File: src/rtl/prc_pkg.sv
package prc_pkg;

    // Bits needed to hold a count from 0 up to n inclusive.
    function automatic int count_width(input int n);
        return $clog2(n + 1);
    endfunction

    // Pipeline state of the single output register stage.
    typedef enum logic {
        STAGE_EMPTY = 1'b0,
        STAGE_FRESH = 1'b1
    } stage_e;

endpackage

File: src/rtl/prc_cmp_matrix.sv
module prc_cmp_matrix #(
    parameter int NCAND    = 8,
    parameter int METRIC_W = 16
) (
    input  logic [NCAND*METRIC_W-1:0] metrics,
    output logic [NCAND*NCAND-1:0]    ge_bits
);
    // ge_bits[i*NCAND+j] is 1 when metric j does not exceed metric i.
    for (genvar gi = 0; gi < NCAND; gi++) begin : g_row
        for (genvar gj = 0; gj < NCAND; gj++) begin : g_col
            if (gi == gj) begin : g_self
                assign ge_bits[gi*NCAND+gj] = 1'b1;
            end else begin : g_pair
                assign ge_bits[gi*NCAND+gj] =
                    metrics[gi*METRIC_W +: METRIC_W] >= metrics[gj*METRIC_W +: METRIC_W];
            end
        end
    end
endmodule

File: src/rtl/prc_rank_sum.sv
module prc_rank_sum #(
    parameter int NCAND = 8,
    parameter int CNT_W = 4
) (
    input  logic [NCAND*NCAND-1:0] ge_bits,
    output logic [NCAND*CNT_W-1:0] ranks
);
    // One adder chain per candidate row.
    for (genvar gi = 0; gi < NCAND; gi++) begin : g_row
        logic [CNT_W-1:0] acc;
        always_comb begin
            acc = '0;
            for (int j = 0; j < NCAND; j++) begin
                acc = acc + CNT_W'(ge_bits[gi*NCAND+j]);
            end
        end
        assign ranks[gi*CNT_W +: CNT_W] = acc;
    end
endmodule

File: src/rtl/prc_out_stage.sv
module prc_out_stage
    import prc_pkg::*;
#(
    parameter int NCAND     = 8,
    parameter int CNT_W     = 4,
    parameter int LIST_SIZE = 4
) (
    input  logic                   clk,
    input  logic                   rst,
    input  logic                   in_valid,
    input  logic [NCAND*CNT_W-1:0] rank_in,
    output logic                   out_valid,
    output logic [NCAND-1:0]       keep_mask,
    output logic [NCAND*CNT_W-1:0] rank_out,
    output logic [CNT_W-1:0]       kept_count,
    output logic                   underfill
);
    localparam logic [CNT_W-1:0] LIMIT = CNT_W'(LIST_SIZE);

    logic [NCAND-1:0] keep_next;
    logic [CNT_W-1:0] count_next;
    stage_e           stage_q;

    for (genvar gi = 0; gi < NCAND; gi++) begin : g_thresh
        assign keep_next[gi] = rank_in[gi*CNT_W +: CNT_W] <= LIMIT;
    end

    always_comb begin
        count_next = '0;
        for (int i = 0; i < NCAND; i++) begin
            count_next = count_next + CNT_W'(keep_next[i]);
        end
    end

    always_ff @(posedge clk) begin
        if (rst) begin
            stage_q    <= STAGE_EMPTY;
            keep_mask  <= '0;
            rank_out   <= '0;
            kept_count <= '0;
            underfill  <= 1'b0;
        end else begin
            stage_q <= in_valid ? STAGE_FRESH : STAGE_EMPTY;
            if (in_valid) begin
                keep_mask  <= keep_next;
                rank_out   <= rank_in;
                kept_count <= count_next;
                underfill  <= count_next < LIMIT;
            end
        end
    end

    assign out_valid = (stage_q == STAGE_FRESH);
endmodule

File: src/rtl/rank_prune.sv
module rank_prune
    import prc_pkg::*;
#(
    parameter int LIST_SIZE = 4,
    parameter int METRIC_W  = 16,
    localparam int NCAND    = 2 * LIST_SIZE,
    localparam int CNT_W    = count_width(NCAND)
) (
    input  logic                      clk,
    input  logic                      rst,
    input  logic                      in_valid,
    input  logic [NCAND*METRIC_W-1:0] in_metrics,
    output logic                      out_valid,
    output logic [NCAND-1:0]          keep_mask,
    output logic [NCAND*CNT_W-1:0]    rank_flat,
    output logic [CNT_W-1:0]          kept_count,
    output logic                      underfill
);
    logic [NCAND*NCAND-1:0] ge_bits;
    logic [NCAND*CNT_W-1:0] ranks;

    prc_cmp_matrix #(.NCAND(NCAND), .METRIC_W(METRIC_W)) u_cmp (
        .metrics (in_metrics),
        .ge_bits (ge_bits)
    );

    prc_rank_sum #(.NCAND(NCAND), .CNT_W(CNT_W)) u_sum (
        .ge_bits (ge_bits),
        .ranks   (ranks)
    );

    prc_out_stage #(.NCAND(NCAND), .CNT_W(CNT_W), .LIST_SIZE(LIST_SIZE)) u_out (
        .clk        (clk),
        .rst        (rst),
        .in_valid   (in_valid),
        .rank_in    (ranks),
        .out_valid  (out_valid),
        .keep_mask  (keep_mask),
        .rank_out   (rank_flat),
        .kept_count (kept_count),
        .underfill  (underfill)
    );
endmodule

File: config.mk
export PLATFORM = sky130hd
export DESIGN_NAME = rank_prune
export DESIGN_NICKNAME = d
export VERILOG_FILES = /design/src/rtl/prc_pkg.sv /design/src/rtl/prc_cmp_matrix.sv /design/src/rtl/prc_rank_sum.sv /design/src/rtl/prc_out_stage.sv /design/src/rtl/rank_prune.sv
export SDC_FILE = /design/constraint.sdc
export NUM_CORES = 1
export LEC_CHECK = 0
export BUFFER_PORTS_ARGS = -buffer_cell sky130_fd_sc_hd__buf_2
export CAP_MARGIN = 20
export CORE_MARGIN = 10
export CORE_UTILIZATION = 51
export DETAILED_ROUTE_END_ITERATION = 8
export HOLD_SLACK_MARGIN = 0.15
export PLACE_DENSITY = 0.75
export SLEW_MARGIN = 20
export SYNTH_ARGS = -nofsm -noshare
export SYNTH_HDL_FRONTEND = slang
export SYNTH_SLANG_ARGS = --single-unit
File: constraint.sdc
create_clock -name clk -period 5.95 [get_ports clk]
set_input_delay 0.2975 -clock clk [delete_from_list [all_inputs] [get_ports clk]]
set_output_delay 0.2975 -clock clk [all_outputs]
set_load 0.03 [all_outputs]
==> flow_metrics.env <==
export IMPL_drive_above_1_share_pct=28.6
export IMPL_grt_overflow=0
export IMPL_reg2reg_slack_ns=5.19
export IMPL_cts_tree="built"
export IMPL_slowest_delay_ns=0.56
export IMPL_critPathKind="input pin to flop"
export IMPL_cp_arrival_ns=6.70
export IMPL_path_clk_slew_ns=0.06
export IMPL_power_leakage_nw=9.23
export IMPL_slew_headroom_pct=47.0
export IMPL_portBuffers=176
export IMPL_cp_depth=26
export IMPL_cp_required_ns=6.17
export IMPL_power_density_nw_per_um2=218
export IMPL_p_int_mw=2.00
export IMPL_startpoint_type="input pin"
export IMPL_final_area_um2=17400
export IMPL_worst_pin_slew_ns=0.795
export IMPL_grt_max_degree=60
export IMPL_worstHoldPathCells=2
export IMPL_die_area_um2=32600
export IMPL_cts_made_buffers=5
export IMPL_p_total_mw=3.80
export IMPL_switchingPower_mw=1.80
export IMPL_rr_worst_depth=2
export IMPL_drc_errors=0
export IMPL_final_util_pct=69.0
export IMPL_syn_area_per_cell_um2=8.41
export IMPL_synth_largest_area_cell="ha_1"
export IMPL_mostFrequentLayoutCells="ha_1 (455), buf_4 (318), a21oi_1 (176)"
export IMPL_placed_cell_area_um2=16800
export IMPL_hold_end="u_out.keep_mask[7]"
export IMPL_dp_hpwl_um=45500
export IMPL_worst_slack_ns=-0.533
export IMPL_area_growth_pct=32.6
export IMPL_synth_area_top_cells="ha_1 (46%), dfxtp_1 (7.0%), a21oi_1 (6.9%)"
export IMPL_final_common_cell="ha_1"
export IMPL_post_drt_via_cell_ratio=5.98
export IMPL_fin_tns_setup_ns=-1.60
export IMPL_grt_pass1_wl_um=78300
export IMPL_hold_viol=0
export IMPL_first_global_vias=14100
export IMPL_slew_viol_final=0
export IMPL_violations="setup timing"
export IMPL_swShare_pct=47.4
export IMPL_cts_hold_buf=0
export IMPL_place_gp_congestion=1.02
export IMPL_core_um2=25300
export IMPL_timing_rr_end="u_out.rank_out[22]"
export IMPL_fin_worst_skew_ns=0
export IMPL_synth_seq_cells=46
export IMPL_firstDrtPassIters=5
export IMPL_p_seq_share_pct=11.8
export IMPL_fin_crit_sh_pct=109
export IMPL_clkLatencyLatePin_ns=0.29
export IMPL_synth_cells=1562
export IMPL_synth_top_area_share_pct=45.6
export IMPL_power_frac_clock_pct=8.2
export IMPL_hold_path_class="flop to flop"
export IMPL_ys_seq_area_share_pct=7.01
export IMPL_r2r_start="u_out.rank_out[22]"
export IMPL_period_minus_slack_ns=6.48
export IMPL_combPwrFrac_pct=79.9
export IMPL_post_drt_wl_per_cell_um=21.7
export IMPL_maxCapViolCount=0
export IMPL_io_pins=177
export IMPL_whs_ns=0.479
export IMPL_cp_num_buf_inv=5
export IMPL_start_util_pct=52.0
export IMPL_rsz0062_at_grt="true"
export IMPL_vias=14200
export IMPL_crit_family="adder cells"
export IMPL_antenna_found_initial=2
export IMPL_hold_start="u_out.keep_mask[7]"
export IMPL_clock_sinks=46
export IMPL_fp_dieW_um=180
export IMPL_core_rowCount=58
export IMPL_endpoint_kind="flop"
export IMPL_dpl_cell_count=2359
export IMPL_clock_root_buffer="clkbuf_16"
export IMPL_synthesis_nets=2202
export IMPL_finalNonFillerCells=2374
export IMPL_grt_use_total_pct=29.9
export IMPL_synth_cell_area_um2=13100
export IMPL_postRouteAntennaNets=0
export IMPL_fmax_mhz=154
export IMPL_die_y_um=180
export IMPL_setup_violations=5
export IMPL_synth_warnings=0
export IMPL_dp_slack_ns=-0.883
export IMPL_status="finished, violations left"
export IMPL_drtIter0Drc=1114
export IMPL_num_nets_final=2683
export IMPL_ir_worst_vdd_mv=0.648
export IMPL_n_antenna_cell=0
export IMPL_cts_max_level=2
export IMPL_cts_buffer_depth=2
export IMPL_critPathSlowestCell="fa_2"
export IMPL_path_max_fanout=3
export IMPL_finalWirelength_um=51600
export IMPL_ys_types=39
cell usage after synthesis (all sizes together):
library cell	instances
a2111oi	6
o211ai	15
a211oi	23
fa	30
o21a	2
mux2i	32
dfxtp	46
clkbuf	5
or4b	1
or4	11
ha	479
or3	12
a21bo	8
nor2b	39
inv	149
nand3	55
nand4	88
and2	14
a21boi	19
nor3	17
nor2	79
a21o	43
a211o	1
buf	7
nand2b	18
a221oi	3
a221o	15
or2b	1
xnor2	9
a41o	2
o21ai	45
nor4	20
or2	4
and4	11
a21oi	181
nand2	72
area by class of cell:
type	count	area (um2)
multi-input combinational	1355	12100
fill	2065	7840
sequential	46	921
timing repair buffer	486	3270
clock buffer	7	133
tap	330	413
inverter	149	573
clock inverter	1	30.0
worst max-delay path by stage:
stage                               from               to  slack [ns]
after floorplan           in_metrics[78]  u_out.underfill       -0.18
after global placement     in_metrics[7]  u_out.underfill       -0.79
after detailed placement   in_metrics[7]  u_out.underfill       -0.88
after CTS                 in_metrics[78]  u_out.underfill       -0.45
after global routing      in_metrics[47]  u_out.underfill       -0.70
final                     in_metrics[78]  u_out.underfill       -0.53
routing by layer:
layer | routed length, um | share of wire [%] | track usage (%) | vias to the layer above
met5 | 0 | 0 | 0 | -
met4 | 2890 | 5.6 | 14.7 | 0
met3 | 2950 | 5.7 | 2.11 | 129
met2 | 23900 | 46 | 51.0 | 584
met1 | 21900 | 42 | 37.4 | 6623
li1 | - | - | - | 6855
registers in the layout, indices dropped and copies added, names as in the netlist:
name,cells
u_out.kept_count,4
u_out.keep_mask,8
u_out.out_valid,1
u_out.rank_out,32
u_out.underfill,1
timing repair:
item,CTS,global route
buffers inserted,6,1
gates resized for setup,51,36
pin swaps,12,17
setup endpoints to repair,5,5
cloned,0,0
power groups by stage:
stage | logic, mW | registers [mW] | clock network [mW]
final | 3.04 | 0.449 | 0.313
after global routing | 3.42 | 0.461 | 0.326
after CTS | 2.97 | 0.449 | 0.317
after detailed placement | 2.87 | 0.455 | 0
after global placement | 2.76 | 0.450 | 0
after floorplan | 1.64 | 0.623 | 0
cell families (layout without fill, tap and decap cells):
family / after synthesis / in the layout / share of synthesized area [%]
and+or+nand+nor: 442 / 442 / 18.1
muxes: 32 / 32 / 2.44
buffers and inverters: 161 / 643 / 4.63
DFF: 46 / 46 / 7.01
adders and majority gates: 509 / 509 / 50.2
AOI/OAI and AO/OA: 363 / 363 / 17.0
xor gates and xnor gates: 9 / 9 / 0.600
worst reg2reg max path, cell delays in order, from the launching register on:
cell,delay [ns]
dfxtp_1,0.34
nor2_1,0.04
a211oi_1,0.27
Note: power is estimated with default switching activity, not from simulation.
